<file path="src/rtl/uart_frac_tx_pkg.sv">
package uart_frac_tx_pkg;

  typedef enum logic [1:0] {
    ST_IDLE,
    ST_START,
    ST_DATA,
    ST_STOP
  } txState_e;

  typedef enum logic [1:0] {
    LINE_MARK,
    LINE_SPACE,
    LINE_DATA
  } lineSel_e;

  // strobes from control to datapath
  typedef struct packed {
    logic     pop;
    logic     shift;
    lineSel_e lineSel;
  } txStrobes_t;

  // stop length in ticks: half a bit plus one sixteenth plus the low code bits,
  // with a full extra bit when the top code bit is set
  function automatic int unsigned stopTicks(input logic [3:0] code,
                                            input int unsigned ticksPerBit);
    int unsigned extra;
    extra = code[3] ? ticksPerBit : 32'd0;
    return extra + ticksPerBit / 2 + 32'd1 + 32'(code[2:0]);
  endfunction

endpackage

</file>
<file path="src/rtl/txDatapath.sv">
module txDatapath
  import uart_frac_tx_pkg::*;
#(
  parameter int DATA_W     = 8,
  parameter int FIFO_DEPTH = 8
) (
  input  logic              clk,
  input  logic              rst_n,
  input  logic              wrStb,
  input  logic [DATA_W-1:0] wrData,
  input  txStrobes_t        strobes,
  output logic              fifoEmpty,
  output logic              fifoFull,
  output logic              txd
);

  localparam int PTR_W = (FIFO_DEPTH > 1) ? $clog2(FIFO_DEPTH) : 1;
  localparam int CNT_W = $clog2(FIFO_DEPTH + 1);
  localparam logic [PTR_W-1:0] LAST_PTR = PTR_W'(FIFO_DEPTH - 1);

  logic [DATA_W-1:0] fifoMem [FIFO_DEPTH];
  logic [PTR_W-1:0]  wrPtr, rdPtr;
  logic [CNT_W-1:0]  fillCnt;
  logic [DATA_W-1:0] shReg;
  logic              push, pop;

  assign fifoEmpty = (fillCnt == '0);
  assign fifoFull  = (fillCnt == CNT_W'(FIFO_DEPTH));
  assign push      = wrStb && !fifoFull;
  assign pop       = strobes.pop && !fifoEmpty;

  always_ff @(posedge clk) begin
    if (push) fifoMem[wrPtr] <= wrData;
  end

  always_ff @(posedge clk or negedge rst_n) begin
    if (!rst_n) begin
      wrPtr   <= '0;
      rdPtr   <= '0;
      fillCnt <= '0;
    end else begin
      if (push) wrPtr <= (wrPtr == LAST_PTR) ? '0 : wrPtr + 1'b1;
      if (pop)  rdPtr <= (rdPtr == LAST_PTR) ? '0 : rdPtr + 1'b1;
      case ({push, pop})
        2'b10:   fillCnt <= fillCnt + 1'b1;
        2'b01:   fillCnt <= fillCnt - 1'b1;
        default: fillCnt <= fillCnt;
      endcase
    end
  end

  always_ff @(posedge clk or negedge rst_n) begin
    if (!rst_n)             shReg <= '0;
    else if (pop)           shReg <= fifoMem[rdPtr];
    else if (strobes.shift) shReg <= shReg >> 1;
  end

  always_comb begin
    case (strobes.lineSel)
      LINE_SPACE: txd = 1'b0;
      LINE_DATA:  txd = shReg[0];
      default:    txd = 1'b1;
    endcase
  end

  p_no_overflow_r3: assert property (@(posedge clk) disable iff (!rst_n)
    fillCnt <= CNT_W'(FIFO_DEPTH));

  p_full_drop_r3: assert property (@(posedge clk) disable iff (!rst_n)
    (fifoFull && !strobes.pop) |=> $stable(fillCnt));

  p_pop_nonempty_r1: assert property (@(posedge clk) disable iff (!rst_n)
    strobes.pop |-> !fifoEmpty);

endmodule

</file>
<file path="src/rtl/txControl.sv">
module txControl
  import uart_frac_tx_pkg::*;
#(
  parameter int DATA_W        = 8,
  parameter int TICKS_PER_BIT = 16
) (
  input  logic       clk,
  input  logic       rst_n,
  input  logic       tickEn,
  input  logic       txEn,
  input  logic       ctsN,
  input  logic       modeWr,
  input  logic [5:0] modeData,
  input  logic       wrStb,
  input  logic       fifoEmpty,
  input  logic       fifoFull,
  output txStrobes_t strobes,
  output logic       rtsN,
  output logic       txEmt
);

  localparam int TCNT_W = $clog2(2 * TICKS_PER_BIT + 1);
  localparam int BIT_W  = (DATA_W > 1) ? $clog2(DATA_W) : 1;
  localparam logic [BIT_W-1:0]  LAST_BIT = BIT_W'(DATA_W - 1);
  localparam logic [TCNT_W-1:0] LAST_TICK = TCNT_W'(TICKS_PER_BIT - 1);

  txState_e          state;
  logic [TCNT_W-1:0] tickCnt;
  logic [TCNT_W-1:0] stopLen;
  logic [BIT_W-1:0]  bitIdx;
  logic [3:0]        stopCode;
  logic              autoCts, autoRts;
  logic              canStart, lastBitTick, lastStopTick, frameDone, push;

  // mode register
  always_ff @(posedge clk or negedge rst_n) begin
    if (!rst_n) begin
      stopCode <= '0;
      autoCts  <= 1'b0;
      autoRts  <= 1'b0;
    end else if (modeWr) begin
      stopCode <= modeData[3:0];
      autoCts  <= modeData[4];
      autoRts  <= modeData[5];
    end
  end

  assign canStart     = !fifoEmpty && txEn && !(autoCts && ctsN);
  assign lastBitTick  = tickEn && (tickCnt == LAST_TICK);
  assign lastStopTick = tickEn && (tickCnt == stopLen - 1'b1);
  assign frameDone    = (state == ST_STOP) && lastStopTick;
  assign push         = wrStb && !fifoFull;

  always_ff @(posedge clk or negedge rst_n) begin
    if (!rst_n) begin
      state   <= ST_IDLE;
      tickCnt <= '0;
      bitIdx  <= '0;
      stopLen <= TCNT_W'(stopTicks(4'd0, TICKS_PER_BIT));
    end else begin
      case (state)
        ST_IDLE: begin
          if (canStart) begin
            state   <= ST_START;
            tickCnt <= '0;
          end
        end
        ST_START: begin
          if (lastBitTick) begin
            state   <= ST_DATA;
            tickCnt <= '0;
            bitIdx  <= '0;
          end else if (tickEn) begin
            tickCnt <= tickCnt + 1'b1;
          end
        end
        ST_DATA: begin
          if (lastBitTick) begin
            tickCnt <= '0;
            if (bitIdx == LAST_BIT) begin
              state   <= ST_STOP;
              stopLen <= TCNT_W'(stopTicks(stopCode, TICKS_PER_BIT));
            end else begin
              bitIdx <= bitIdx + 1'b1;
            end
          end else if (tickEn) begin
            tickCnt <= tickCnt + 1'b1;
          end
        end
        ST_STOP: begin
          if (lastStopTick) begin
            tickCnt <= '0;
            state   <= canStart ? ST_START : ST_IDLE;
          end else if (tickEn) begin
            tickCnt <= tickCnt + 1'b1;
          end
        end
        default: state <= ST_IDLE;
      endcase
    end
  end

  always_comb begin
    strobes.pop   = ((state == ST_IDLE) || frameDone) && canStart;
    strobes.shift = (state == ST_DATA) && lastBitTick;
    case (state)
      ST_START: strobes.lineSel = LINE_SPACE;
      ST_DATA:  strobes.lineSel = LINE_DATA;
      default:  strobes.lineSel = LINE_MARK;
    endcase
  end

  // drained flag
  always_ff @(posedge clk or negedge rst_n) begin
    if (!rst_n)                       txEmt <= 1'b0;
    else if (wrStb || !txEn)          txEmt <= 1'b0;
    else if (frameDone && fifoEmpty)  txEmt <= 1'b1;
  end

  // request-to-send handshake
  always_ff @(posedge clk or negedge rst_n) begin
    if (!rst_n)                      rtsN <= 1'b1;
    else if (!autoRts)               rtsN <= 1'b1;
    else if (push)                   rtsN <= 1'b0;
    else if (frameDone && fifoEmpty) rtsN <= 1'b1;
  end

  p_stop_len_r2: assert property (@(posedge clk) disable iff (!rst_n)
    (state == ST_STOP) |-> (tickCnt < stopLen));

  p_cts_hold_r6: assert property (@(posedge clk) disable iff (!rst_n)
    ((state == ST_IDLE) && autoCts && ctsN) |=> (state == ST_IDLE));

  p_cts_after_stop_r6: assert property (@(posedge clk) disable iff (!rst_n)
    (frameDone && autoCts && ctsN) |=> (state == ST_IDLE));

  p_disabled_idle_r11: assert property (@(posedge clk) disable iff (!rst_n)
    ((state == ST_IDLE) && !txEn) |=> (state == ST_IDLE));

  p_emt_write_r5: assert property (@(posedge clk) disable iff (!rst_n)
    wrStb |=> !txEmt);

  p_emt_disable_r5: assert property (@(posedge clk) disable iff (!rst_n)
    !txEn |=> !txEmt);

  p_rts_off_r9: assert property (@(posedge clk) disable iff (!rst_n)
    !autoRts |=> rtsN);

  p_rts_load_r8: assert property (@(posedge clk) disable iff (!rst_n)
    (autoRts && push) |=> !rtsN);

endmodule

</file>
<file path="src/rtl/uart_frac_tx.sv">
module uart_frac_tx
  import uart_frac_tx_pkg::*;
#(
  parameter int DATA_W        = 8,
  parameter int FIFO_DEPTH    = 8,
  parameter int TICKS_PER_BIT = 16
) (
  input  logic              clk,
  input  logic              rst_n,
  input  logic              modeWr,
  input  logic [5:0]        modeData,
  input  logic              txEn,
  input  logic              tickEn,
  input  logic              wrStb,
  input  logic [DATA_W-1:0] wrData,
  input  logic              ctsN,
  output logic              txd,
  output logic              rtsN,
  output logic              txRdy,
  output logic              txEmt
);

  txStrobes_t strobes;
  logic       fifoEmpty, fifoFull;

  txControl #(
    .DATA_W        (DATA_W),
    .TICKS_PER_BIT (TICKS_PER_BIT)
  ) i_txControl (
    .clk       (clk),
    .rst_n     (rst_n),
    .tickEn    (tickEn),
    .txEn      (txEn),
    .ctsN      (ctsN),
    .modeWr    (modeWr),
    .modeData  (modeData),
    .wrStb     (wrStb),
    .fifoEmpty (fifoEmpty),
    .fifoFull  (fifoFull),
    .strobes   (strobes),
    .rtsN      (rtsN),
    .txEmt     (txEmt)
  );

  txDatapath #(
    .DATA_W     (DATA_W),
    .FIFO_DEPTH (FIFO_DEPTH)
  ) i_txDatapath (
    .clk       (clk),
    .rst_n     (rst_n),
    .wrStb     (wrStb),
    .wrData    (wrData),
    .strobes   (strobes),
    .fifoEmpty (fifoEmpty),
    .fifoFull  (fifoFull),
    .txd       (txd)
  );

  assign txRdy = !fifoFull;

  p_idle_when_empty_r4: assert property (@(posedge clk) disable iff (!rst_n)
    txEmt |-> txd);

endmodule

</file>
<file path="config.mk">
export PLATFORM = sky130hd
export DESIGN_NAME = uart_frac_tx
export DESIGN_NICKNAME = d
export VERILOG_FILES = /design/src/rtl/uart_frac_tx_pkg.sv /design/src/rtl/txDatapath.sv /design/src/rtl/txControl.sv /design/src/rtl/uart_frac_tx.sv
export SDC_FILE = /design/constraint.sdc
export NUM_CORES = 1
export LEC_CHECK = 0
export BUFFER_PORTS_ARGS = -buffer_cell sky130_fd_sc_hd__buf_4
export CELL_PAD_IN_SITES_DETAIL_PLACEMENT = 2
export CELL_PAD_IN_SITES_GLOBAL_PLACEMENT = 2
export CORE_MARGIN = 3
export CORE_UTILIZATION = 45
export CTS_BUF_LIST = sky130_fd_sc_hd__clkbuf_16
export DETAILED_ROUTE_END_ITERATION = 10
export PLACE_DENSITY_LB_ADDON = 0.05
export REMOVE_ABC_BUFFERS = 1
export SYNTH_ARGS = -nofsm -noshare
export SYNTH_HDL_FRONTEND = slang
export SYNTH_SLANG_ARGS = --single-unit
</file>
<file path="constraint.sdc">
create_clock -name clk -period 4.2 [get_ports clk]
set_input_delay 0.21 -clock clk [delete_from_list [all_inputs] [get_ports clk]]
set_output_delay 0.21 -clock clk [all_outputs]
set_load 0.02 [all_outputs]
</file>
==> results.md, run 1 <==
- The run finished with clean final reports.
- STA classifies the critical path endpoint as a flop.
- In this run, CTS created clock tree buffers numbering 9.
- The number of slew-limit violations in the final report came to 0.
- The largest stage delay on the critical path is around 0.60 ns.
- After clock tree synthesis, the setup repair step added 0 buffers.
- Of the total synthesized cell area, the portion taken by full adders, half adders and majority gates is 4.85%.
- The part of the Yosys area used for sequential elements is 61.2%.
- After Yosys synthesis, XOR and XNOR cells account for 2.86% of the synthesized area.
- The number of distinct library cell variants in the gate-level netlist after synthesis is 52.
- The area of the core is 0.0105 mm².
- The horizontal extent of the die is 110 µm.
- The CTS tree is built.
- In this run the mean area of a mapped cell was between 15 and 20 µm².
- The count of mapped cells out of synthesis is 325.
- The number of nets at the end of the flow is 396.
- The fraction of registers with async set or reset after synthesis is 40.2%.
- Gates resized during post-CTS repair numbered 0.
- Once the floorplan was initialized, standard cells occupied 46.9% of the core.
- The standard-cell row count is 37.
- Power spread over the standard cell area amounts to 509 mW/mm².
- The worst-path cell with the longest stage delay is dfstp_2.
- The terminating pin of the worst hold path is i_txControl.rtsN.
- For the worst setup path, the data arrival time is around 3.8 ns.
- The worst hold path was traced through 2 stages.
- VDD sags by at most between 0.3 and 0.4 mV.
- In this run the tool buffered the top-level ports with 24 buffer cells.
- The sum of overflow across all layers after global routing is 0.
- The multiplexer share of the synthesized area is about 16%.
- The height of the die is between 100 and 150 µm.
- The antenna violation net count after detailed routing is 0.
- The library cell used most frequently in the layout, excluding fill and tap cells, is edfxtp_1.
- The wire length per cell after detailed routing is 22.9 µm.
- The total number of vias is 2823.
- Relative to the synthesized area, the layout overhead comes to 13.9%.
- In this run the most critical hold path is launched from wrStb.
- For this run, the leading register cell type out of synthesis is edfxtp_1.
- The largest family of logic cells by synthesized area is multiplexers.
- The clock insertion delay at the later pin of the skew report is 0.34 ns.
- The data required time at the worst endpoint is 4.41 ns.
- Setup repair after global routing left no endpoint under its margin.
- The critical path's most frequent cell is xor2_1.
- The final worst-path cycle share is 85.5%.
- The register-to-register setup slack is 0.61 ns.
- The aggregate routed wire length is ~11000 µm.
- The worst hold path belongs to the class in -> reg.
- The global routing usage summed across all routing layers is 19.9%.
- The critical path in this run is classified as reg -> reg.
- The final weighted congestion in routability-driven placement is between 0.7 and 0.8.
- The top cell types in the final layout, fill and taps aside, are edfxtp_1 (64), dfrtp_1 (40), buf_4 (27).
- The maximum operating frequency is 278 MHz.
- The number of synthesis warnings is 0.
- The H-tree depth is 3.
- For the pin with the worst max-slew slack, the measured transition is 0.948 ns.
- The number of top-level design ports is 25.
- The normalized max-slew margin is 36.5%.
- Summing the areas of all compound-gate instances in the mapped netlist gives around 5.6% of the synthesized area.
- The pin count of the biggest net entering global routing is 44.
- The synthesized flop and latch total is 107.
- The diode insertion count for antenna repair is 0.
- The initial DRC count is 103.
- The critical path goes through inv_1 -> ha_1 -> xor2_1 -> nand3_1 -> nor4b_4 -> nand3_2 -> a21oi_4 -> ha_1 -> xor2_1 -> ha_1 -> a21oi_1 -> xor2_1 -> nor2_1 -> xor2_1.
- The number of max-cap violations is 0.
- Counting the fill cells in the layout gives 964.
- The number of endpoints with negative hold slack in the final report is 0.
- The leakage power of the design is 2.15 nW.
- The clock passes through at most 2 buffers.
- The number of sinks driven by the clock tree is 107.
- The endpoint of the worst-slack reg-to-reg timing path is i_txDatapath.fillCnt[2].
- The fraction of final layout cells sized beyond drive strength 1 is 22.7%.
- The cell sitting at the root of the clock tree is a clkbuf_16.
- The synthesized design contains 64 enable-type register cells.
- Across the routed clock network, the largest skew measured is roughly 0.011 ns.
- The count of final setup violators is 0.
- Clock-pin slew was measured on the worst setup and hold paths at around 0.080 ns.
- In this run the critical register-to-register path is launched from i_txControl.stopLen[0].
- The overall die area is about 0.012 mm².
- The wire length of the first global-routing pass is between 15000 and 20000 µm.
- The number of detailed-routing iterations run before antenna repair is 4.
- The total half-perimeter wirelength after legalization and detailed placement is around 7800 µm.
- The via count of the first global-routing pass came to 3176.
- Along the worst path, the maximum fanout reaches 13.
- Dividing the detail-routed via count by the number of cells gives 5.68.
- For the worst flop-to-flop path, the logic depth is 14.
- The synthesized netlist occupies a cell area of just under 0.005 mm².
- The remaining routing DRC violations is 0.
- The basic-gate share of the synthesized area counting and, or, nand and nor cells is 7.70%.
- STA classifies the critical path startpoint as a flop.
- The initial antenna violation count came to 0.
- The smallest hold slack is between 0.05 and 0.06 ns.
- The time the final worst path needs with I/O delays and setup is 3.59 ns.
- After routing, the total negative slack on setup checks comes to 0 ns.
-- through the flow --
step / worst slack (ns) / total power (W) / std cells / utilization, % / instance area [µm²]
floorplan: 1.01 / 0.00171 / 317 / - / 4850
global placement: 0.764 / 0.00188 / 480 / 50.0 / 5240
detailed placement: 0.654 / 0.00192 / 480 / 50.0 / 5240
CTS: 0.580 / 0.00288 / 497 / 53.4 / 5580
global route: 0.325 / 0.00299 / 497 / 53.4 / 5580
finish: 0.609 / 0.00284 / 497 / 53.4 / 5580
-- synthesized netlist by cell type, types with 8 or more instances --
cell type  number  area [µm²]
nor3_1         11        55.1
inv_1          11        41.3
mux2i_1        24         240
nand2_1        19        71.3
mux4_2         16         360
edfxtp_1       64        1920
nor2_1         15        56.3
ha_1           19         238
xor2_1         10        87.6
dfrtp_1        40        1000
o21ai_1         8        40.0
mux2_2          8        90.1
-- power breakdown --
part           leakage, nW  switching, W  internal, W
Clock                0.165      0.000411     0.000538
Sequential            1.12      0.000150      0.00129
Combinational        0.858      0.000256     0.000198
-- worst max-delay path by stage --
stage | startpoint | depth (start not counted) | to | slack [ns]
2_1_floorplan | i_txControl.stopLen[0] | 14 | i_txDatapath.fillCnt[2] | 1.01
3_3_place_gp | i_txControl.stopLen[0] | 14 | i_txDatapath.fillCnt[2] | 0.76
3_5_place_dp | i_txControl.stopLen[0] | 14 | i_txDatapath.fillCnt[2] | 0.65
4_1_cts | i_txControl.stopLen[0] | 14 | i_txDatapath.fillCnt[3] | 0.58
5_1_grt | i_txControl.stopLen[0] | 14 | i_txDatapath.fillCnt[2] | 0.33
6_report | i_txControl.stopLen[0] | 14 | i_txDatapath.fillCnt[2] | 0.61
-- layout make-up --
| class | count | area, µm² | share of cell area, % |
|---|---|---|---|
| clock buffer | 9 | 225 | 4.03 |
| clock inverter | 7 | 114 | 2.04 |
| inverter | 11 | 41.3 | 0.739 |
| multi-input combinational | 199 | 1820 | 32.6 |
| sequential | 107 | 3000 | 53.8 |
| tap | 136 | 170 | 3.05 |
| timing repair buffer | 28 | 213 | 3.81 |
-- kinds of logic (layout without fill, tap and decap cells) --
family,Yosys count,in the layout
flip-flops,107,107
buffers and inverters,19,55
adder cells (fa/ha/maj),19,19
AND/OR/NAND/NOR,70,70
AO/OA/AOI/OAI,39,39
XOR/XNOR,16,16
multiplexers,55,55
-- worst max-delay path, delay by kind of cell (launching register included) --
kind / cells / cell delay (ns)
buf+inv: 1 / 0.06
compound gates: 2 / 0.67
simple gates: 4 / 0.70
fa+ha+maj: 3 / 0.88
flops: 1 / 0.60
xor+xnor: 4 / 0.55
-- routing by layer --
metal,track usage (%),part of all wire (%),vias to the layer above
li1,-,-,1294
met1,27.9,48,1482
met4,5.34,1.6,0
met2,32.3,48,33
met5,0,0,-
met3,3.18,2.0,14
-- state kept, by name, summed over array words and instances, names as in the netlist, 2 cells and up --
signal,cells
i_txDatapath.fifoMem,64
i_txDatapath.shReg,8
i_txControl.stopLen,6
i_txControl.tickCnt,6
i_txControl.stopCode,4
i_txDatapath.fillCnt,4
i_txControl.bitIdx,3
i_txDatapath.rdPtr,3
i_txDatapath.wrPtr,3
i_txControl.state,2
-- repair_timing --
| action | 4_1_cts | 5_1_grt |
|---|---|---|
| endpoints found under the setup margin | 0 | 0 |
| hold endpoints to repair | 40 | 0 |
| hold buffers | 1 | 0 |
No activity file was read; power rests on OpenSTA's default activity.
==> run 2: changes to the inputs <==
--- a/config.mk
+++ b/config.mk
@@ -9,8 +9,7 @@
 export CELL_PAD_IN_SITES_DETAIL_PLACEMENT = 2
 export CELL_PAD_IN_SITES_GLOBAL_PLACEMENT = 2
 export CORE_MARGIN = 3
-export CORE_UTILIZATION = 45
-export CTS_BUF_LIST = sky130_fd_sc_hd__clkbuf_16
+export CORE_UTILIZATION = 48
 export DETAILED_ROUTE_END_ITERATION = 10
 export PLACE_DENSITY_LB_ADDON = 0.05
 export REMOVE_ABC_BUFFERS = 1
==> constraint.sdc (replaced) <==
create_clock -name clk -period 4.25 [get_ports clk]
set_input_delay 0.2125 -clock clk [delete_from_list [all_inputs] [get_ports clk]]
set_output_delay 0.2125 -clock clk [all_outputs]
set_load 0.02 [all_outputs]
==> run 2 against run 1 <==
Compared with the run above: worst hold slack lost 0.034 ns; non-clock buffer count grew 2; via count grew 0.78%; sequential power is essentially flat; first-iteration DRC count shrank 15%; clock power shrank 30%; clock skew grew 0.0039 ns; critical path depth grew 1; final cell count shrank 0.20%; wire length grew 1.3%; largest cell class unchanged; highest routed layer unchanged.
==> results.md, run 2 (synthesized netlist as in run 1, its figures left out) <==
- The data required time at the worst endpoint came to 4.50 ns (+0.09 ns).
- The remaining routing DRC violations is 0 (unchanged).
- The number of flip-flops under the largest register name is 64 (unchanged).
- The number of detailed-routing iterations run before antenna repair is 4 (unchanged).
- The critical path goes through inv_1 -> ha_1 -> xor2_1 -> nand3_1 -> nor4b_4 -> nand3_2 -> a21oi_4 -> buf_4 -> ha_1 -> xor2_1 -> ha_1 -> a21oi_1 -> xor2_1 -> nor2_1 -> xor2_1.
- The switching share of power is 30.9% (+2.2 points).
- The peak fanout along the critical path is 13 (unchanged).
- The standard-cell row count is 36 (-2.7%).
- The internal power component was 0.00177 W (-13%).
- The flow ran to the end, and the final reports show no timing, DRC or antenna violations.
- The total half-perimeter wirelength after legalization and detailed placement was 8150 µm (+4.6%).
- The relative area change from synthesis to final layout is 11.5%.
- The library cells used most frequently in the layout, excluding fill and tap cells, are edfxtp_1 (64), dfrtp_1 (40), buf_4 (29).
- The depth of the worst hold-timing path is 2 (unchanged).
- The overall die area is 0.0115 mm² (-5.9%).
- The total number of vias was 2845 (+0.78%).
- The part of the power in the clock network is 26.1% (-7.3 points).
- The clock insertion delay at the later pin of the skew report was 0.37 ns (+0.03 ns).
- The antenna violation net count after detailed routing was 0 (unchanged).
- The count of final setup violators was 0 (unchanged).
- The pin count of the biggest net entering global routing came to 44 (unchanged).
- The mean number of vias per cell was 5.74 (+0.98%).
- The overall power is 0.00256 W (-10%).
- The startpoint type of the worst setup path is a flop.
- The sequential fraction of design power was 55.8% (+5.1 points).
- The number of max-cap violations is 0 (unchanged).
- The register with the most flip-flops in the final layout is i_txDatapath.fifoMem.
- The post-route standard cell area excluding fillers is 0.00547 mm² (-2.0%).
- The met3 layer usage reported by global route is 3.43% (+0.25 points).
- The number of input and output port buffers inserted is 24 (unchanged).
- The smallest hold slack was 0.0237 ns (-0.0344 ns).
- The largest stage delay on the critical path is 0.61 ns (about the same).
- The initial antenna violation count is 0 (unchanged).
- The diode insertion count for antenna repair came to 0 (unchanged).
- The via count of the first global-routing pass is 3203 (+0.85%).
- The initial core utilization came to 49.7% (+2.8 points).
- The tree is rooted in a clkbuf_8.
- The count of cells along the worst register-to-register path is 15 (+1).
- The net switching power came to 0.000791 W (-3.1%).
- The met1 track demand over resource in global routing is 30.6% (+2.7 points).
- The largest registers in the layout are i_txDatapath.fifoMem (64), i_txDatapath.shReg (8).
- The core occupancy in the finished layout is 55.5% (+2.1 points).
- The total cell area at the placement stage was 0.00524 mm² (+0.14%).
- The slowest stage of the critical path belongs to the cell dfstp_2.
- The area of the core is 0.00986 mm² (-5.7%).
- The tightest min-delay check is of the in -> reg type.
- The wire length per cell after detailed routing is 23.3 µm (+1.5%).
- The initial DRC count is 88 (-15%).
- STA classifies the critical path endpoint as a flop.
- The number of sinks driven by the clock tree came to 107 (unchanged).
- The number of buffers between clock root and the deepest sink is 2 (unchanged).
- The number of top-level design ports is 25 (unchanged).
- The wire length of the first global-routing pass is 18600 µm (+0.26%).
- The height of the die is 107 µm (-3.0%).
- The maximum vdd ir drop is 0.293 mV (-20%).
- The final worst-path cycle share is 82.5% (-3.0 points).
- The global routing usage summed across all routing layers was 22.0% (+2.2 points).
- The buffer count from post-CTS setup fixing is 0 (unchanged).
- Setup repair after global routing left no endpoint under its margin.
- The worst setup skew after layout is 0.0152 ns (+0.00388 ns).
- The global-route track usage on met2 came to 36.9% (+4.6 points).
- The horizontal extent of the die is 107 µm (-3.0%).
- The number of buffers created by CTS came to 9 (unchanged).
- The sum of overflow across all layers after global routing is 0 (unchanged).
- The time the final worst path needs with I/O delays and setup came to 3.51 ns (-0.0847 ns).
- The filler cell count in the final layout came to 879 (-8.8%).
- The H-tree depth is 3 (unchanged).
- The leakage power of the design was 2.10 nW (-2.3%).
- The clock-pin slew reported for the worst setup and hold paths after clock tree synthesis is 0.11 ns (+0.03 ns).
- The maximum operating frequency came to 285 MHz (+2.4%).
- The number of slew-limit violations in the final report is 0 (unchanged).
- The normalized max-slew margin was 21.6% (-15 points).
- The part of the total power dissipated in combinational logic is 18.1% (+2.2 points).
- The actual transition at the worst max-transition pin is 1.18 ns (+0.228 ns).
- The critical path is of the reg -> reg type.
- The ratio of total power to cell area is 468 mW/mm² (-8.1%).
- The most common cell after layout, fill and taps aside is edfxtp_1.
- The aggregate routed wire length came to 11600 µm (+1.3%).
- By instance count, the cell type seen most on the critical path is xor2_1.
- The number of endpoints with negative hold slack in the final report was 0 (unchanged).
- In this run the most used layer during global routing was met2.
- The final weighted congestion in routability-driven placement was 0.748 (+6.2%).
- TritonCTS built the clock tree.
- The total negative slack for setup checks is 0 ns (unchanged).
- The critical path data arrival time came to 3.76 ns (-0.05 ns).
- The number of nets at the end of the flow was 398 (+0.51%).
- The fraction of final layout cells sized beyond drive strength 1 came to 22.9% (+0.15 points).
==> run 2: metrics by stage <==
stage	instances	worst slack (ns)
after floorplan	317	1.06
after global placement	479	0.985
after detailed placement	479	0.765
after CTS	496	0.720
after global routing	496	0.476
final	496	0.743
==> run 2: timing repair <==
item,4_1_cts,5_1_grt
endpoints found under the setup margin,0,0
hold buffers,1,0
resized for setup,0,0
endpoints found under the hold margin,40,0
==> run 2: per-layer routing <==
layer | wire [µm] | vias to the layer above | share of wire, %
li1 | - | 1294 | -
met1 | 5370 | 1512 | 46
met2 | 5880 | 30 | 51
met3 | 204 | 9 | 1.8
met4 | 101 | 0 | 0.87
met5 | 0 | - | 0
==> run 2: layout make-up <==
class	instances	area, µm²	area share, %
flip-flops and latches	107	3000	54.9
multi-input cells	199	1820	33.2
repair buffers	30	228	4.16
well taps	133	166	3.04
clock buffers	9	124	2.26
clock inverters	7	93.8	1.72
inverters	11	41.3	0.755
==> run 2: path summary, 6_finish.rpt <==
kind / to / slack, ns / start
min reg2reg: i_txControl.rtsN / 0.47 / i_txControl.autoRts
min: i_txControl.rtsN / 0.02 / wrStb
max in group asynchronous: i_txDatapath.rdPtr[0] / 3.47 / rst_n
max: i_txDatapath.fillCnt[2] / 0.74 / i_txControl.stopLen[0]
min in group asynchronous: i_txControl.tickCnt[3] / 0.36 / rst_n
max reg2reg: i_txDatapath.fillCnt[2] / 0.74 / i_txControl.stopLen[0]
==> run 2: power by group through the flow <==
stage | logic, W | clock network, W | registers (W)
after global routing | 0.000520 | 0.000722 | 0.00145
after CTS | 0.000473 | 0.000683 | 0.00143
final | 0.000463 | 0.000669 | 0.00143
after floorplan | 0.000301 | 0 | 0.00139
after detailed placement | 0.000470 | 0 | 0.00145
after global placement | 0.000425 | 0 | 0.00143
==> run 2: critical path, delay by kind of cell (launching register included) <==
kind / cells / cell delay, ns
AOI/OAI and AO/OA: 2 / 0.33
xor gates and xnor gates: 4 / 0.58
adders and majority gates: 3 / 0.83
buffers and inverters: 2 / 0.31
DFF: 1 / 0.61
and+or+nand+nor: 4 / 0.71
==> run 3: changes to the inputs <==
--- a/config.mk
+++ b/config.mk
@@ -9,7 +9,7 @@
 export CELL_PAD_IN_SITES_DETAIL_PLACEMENT = 2
 export CELL_PAD_IN_SITES_GLOBAL_PLACEMENT = 2
 export CORE_MARGIN = 3
-export CORE_UTILIZATION = 48
+export CORE_UTILIZATION = 40
 export DETAILED_ROUTE_END_ITERATION = 10
 export PLACE_DENSITY_LB_ADDON = 0.05
 export REMOVE_ABC_BUFFERS = 1
==> constraint.sdc (replaced) <==
create_clock -name clk -period 3.1 [get_ports clk]
set_input_delay 0.155 -clock clk [delete_from_list [all_inputs] [get_ports clk]]
set_output_delay 0.155 -clock clk [all_outputs]
set_load 0.02 [all_outputs]
==> run 3 against run 2 <==
Compared with the run above: worst setup slack got worse by 0.56 ns; total power rose by 45%; sequential share of layout area fell by 1.8 points; via count fell by 1.2%; combinational power rose by 36%; critical path depth fell by 1; utilization fell by 7.2 points; final area rose by 3.4%; count of clock-buffer cells in the layout did not move; clock skew fell by 0.0032 ns; die area rose by 19%; non-clock buffer count rose by 8; critical endpoint unchanged; largest cell class unchanged.
==> results.md, run 3 (synthesized netlist as in run 1, its figures left out) <==
- The area of the core is 0.0117 mm² (+19%).
- The initial core utilization is 41.9% (-7.8 points).
- The number of buffers between clock root and the deepest sink is 2 (unchanged).
- The post-route worst setup slack was 0.188 ns (-0.556 ns).
- The smallest hold slack is 0.0262 ns (+0.00251 ns).
- The actual transition at the worst max-transition pin came to 1.14 ns (-0.0359 ns).
- The fraction of final layout cells sized beyond drive strength 1 is 25.1% (+2.2 points).
- The largest registers in the layout are i_txDatapath.fifoMem (64), i_txDatapath.shReg (8).
- The critical path data arrival time is 3.15 ns (-0.61 ns).
- The startpoint type of the worst setup path is a flop.
- The total number of vias is 2812 (-1.2%).
- The antenna violation net count after detailed routing is 0 (unchanged).
- The wire length of the first global-routing pass was 17700 µm (-5.1%).
- The clock-pin slew reported for the worst setup and hold paths after clock tree synthesis is 0.08 ns (-0.03 ns).
- The number of buffers created by CTS came to 9 (unchanged).
- The final weighted congestion in routability-driven placement is 0.708 (-5.5%).
- The aggregate routed wire length is 10900 µm (-5.4%).
- The sum of overflow across all layers after global routing is 0 (unchanged).
- The register containing the most flip-flops in the final layout is i_txDatapath.fifoMem.
- The worst hold path begins at wrData[5].
- The worst slack at placement is 0.00688 ns (-0.758 ns).
- The horizontal extent of the die is 117 µm (+9.0%).
- The critical path startpoint is i_txControl.stopLen[0].
- The peak fanout along the critical path is 4 (-9).
- The number of nets at the end of the flow is 406 (+2.0%).
- The endpoint class of the critical path is a flop.
- The time the final worst path needs with I/O delays and setup is 2.91 ns (-0.594 ns).
- The number of top-level design ports is 25 (unchanged).
- The worst hold path belongs to the class in -> reg.
- The number of input and output port buffers inserted is 24 (unchanged).
- The worst-path cell with the longest stage delay is dfstp_2.
- The overall power is 0.00372 W (+45%).
- The area taken by multi-input logic gates is 0.00184 mm² (+1.6%).
- The maximum vdd ir drop came to 0.596 mV (+100%).
- Traced cell by cell, the critical path runs through inv_1 -> ha_4 -> xor2_1 -> nand3_1 -> nor4b_4 -> nand3_2 -> a21oi_4 -> ha_4 -> xor2_1 -> ha_1 -> a21oi_1 -> xor2_1 -> nor2_1 -> xor2_1.
- The initial antenna violation count is 0 (unchanged).
- The data required time at the worst endpoint is 3.33 ns (-1.17 ns).
- The CTS tree is built.
- The wire length per cell after detailed routing is 21.2 µm (-8.8%).
- The mean number of vias per cell came to 5.47 (-4.6%).
- The diode insertion count for antenna repair is 0 (unchanged).
- The maximum operating frequency is 343 MHz (+20%).
- The count of final setup violators is 0 (unchanged).
- The remaining routing DRC violations came to 0 (unchanged).
- The combined buffer and inverter count along the critical path is 1 (-1).
- The critical path's most frequent cell is xor2_1.
- The type of the setup path with the least slack is reg -> reg.
- The top cell types in the final layout, fill and taps aside, are edfxtp_1 (64), dfrtp_1 (40), buf_4 (36).
- Leaving out fill and tap cells, the most frequent cell in the layout is edfxtp_1.
- The number of max-cap violations came to 0 (unchanged).
- The clock insertion delay at the later pin of the skew report was 0.36 ns (about the same).
- The number of detailed-routing iterations run before antenna repair came to 5 (+1).
- The total half-perimeter wirelength after legalization and detailed placement was 7610 µm (-6.6%).
- The final worst-path cycle share is 93.9% (+11 points).
- The normalized max-slew margin is 24.0% (+2.4 points).
- The filler cell count in the final layout is 1121 (+28%).
- The core occupancy in the finished layout came to 48.3% (-7.2 points).
- The worst setup skew after layout is 0.0120 ns (-0.00325 ns).
- The number of flip-flops under the largest register name came to 64 (unchanged).
- The overall die area is 0.0136 mm² (+19%).
- The height of the die is 117 µm (+9.0%).
- The standard-cell row count was 39 (+8.3%).
- The relative area change from synthesis to final layout is 15.3%.
- In this design, the largest share of critical-path delay is due to simple AND/OR/NAND/NOR gates.
- The H-tree depth is 3 (unchanged).
- The worst register-to-register path begins at i_txControl.stopLen[0].
- The via count of the first global-routing pass is 3191 (-0.37%).
- The total negative slack for setup checks is 0 ns (unchanged).
- The pin count of the biggest net entering global routing was 44 (unchanged).
- The run finished with clean final reports.
- The initial DRC count is 86 (-2.3%).
- The largest stage delay on the critical path was 0.58 ns (-0.03 ns).
- The number of sinks driven by the clock tree is 107 (unchanged).
- The leakage power of the design came to 2.17 nW (+3.7%).
- The number of endpoints with negative hold slack in the final report is 0 (unchanged).
- In this run the clock root is driven by a clkbuf_16.
- The total area of sequential cells is 0.00300 mm² (unchanged).
- The global routing usage summed across all routing layers is 17.7% (-4.3 points).
- The number of slew-limit violations in the final report came to 0 (unchanged).
- The ratio of total power to cell area is 658 mW/mm² (+41%).
[run 3: final cells by class]
| cell class | instances | share of cell area (%) |
|---|---|---|
| clock buffers | 9 | 3.98 |
| multi-input cells | 199 | 32.6 |
| repair buffers | 38 | 5.13 |
| well taps | 143 | 3.16 |
| clock inverters | 7 | 1.33 |
| inverters | 11 | 0.730 |
| flip-flops and latches | 107 | 53.1 |
[run 3: per-stage QoR]
step / std cells / cell area [µm²]
finish: 514 / 5660
detailed placement: 494 / 5290
floorplan: 317 / 4850
global route: 514 / 5660
global placement: 494 / 5290
CTS: 513 / 5620
[run 3: path summary, 6_finish.rpt]
| path | end | slack [ns] | depth (start not counted) |
|---|---|---|---|
| max | i_txDatapath.fillCnt[2] | 0.19 | 14 |
| min | i_txDatapath.fifoMem[4][5] | 0.03 | 1 |
| max reg2reg | i_txDatapath.fillCnt[2] | 0.19 | 14 |
| min reg2reg | i_txControl.rtsN | 0.49 | 1 |
| max in group asynchronous | i_txDatapath.rdPtr[0] | 2.36 | 2 |
| min in group asynchronous | i_txControl.tickCnt[0] | 0.35 | 2 |
[run 3: per-layer routing]
metal	vias up	GRT usage (%)	wire length, µm
li1	1313	-	-
met1	1466	21.9	4780
met2	21	31.1	5780
met3	12	4.51	247
met4	0	4.59	119
met5	-	0	0
[run 3: worst reg2reg max path, cell delays in order, from the launching register on]
cell,delay (ns)
dfstp_2,0.58
inv_1,0.09
ha_4,0.26
xor2_1,0.14
nand3_1,0.12
nor4b_4,0.30
nand3_2,0.14
a21oi_4,0.20
ha_4,0.16
xor2_1,0.07
ha_1,0.20
a21oi_1,0.17
xor2_1,0.18
nor2_1,0.07
xor2_1,0.14
[run 3: timing repair]
action | 4_1_cts | 5_1_grt
pin swaps | 1 | 7
setup endpoints to repair | 1 | 2
hold buffers | 2 | 0
resized for setup | 0 | 5
buffers inserted | 1 | 1
endpoints found under the hold margin | 41 | 0
[run 3: power by group]
group	switching, W	leakage [nW]	internal [W]
Combinational	0.000338	0.908	0.000291
Sequential	0.000195	1.12	0.00175
Clock	0.000576	0.145	0.000574
Total	0.00111	2.17	0.00261
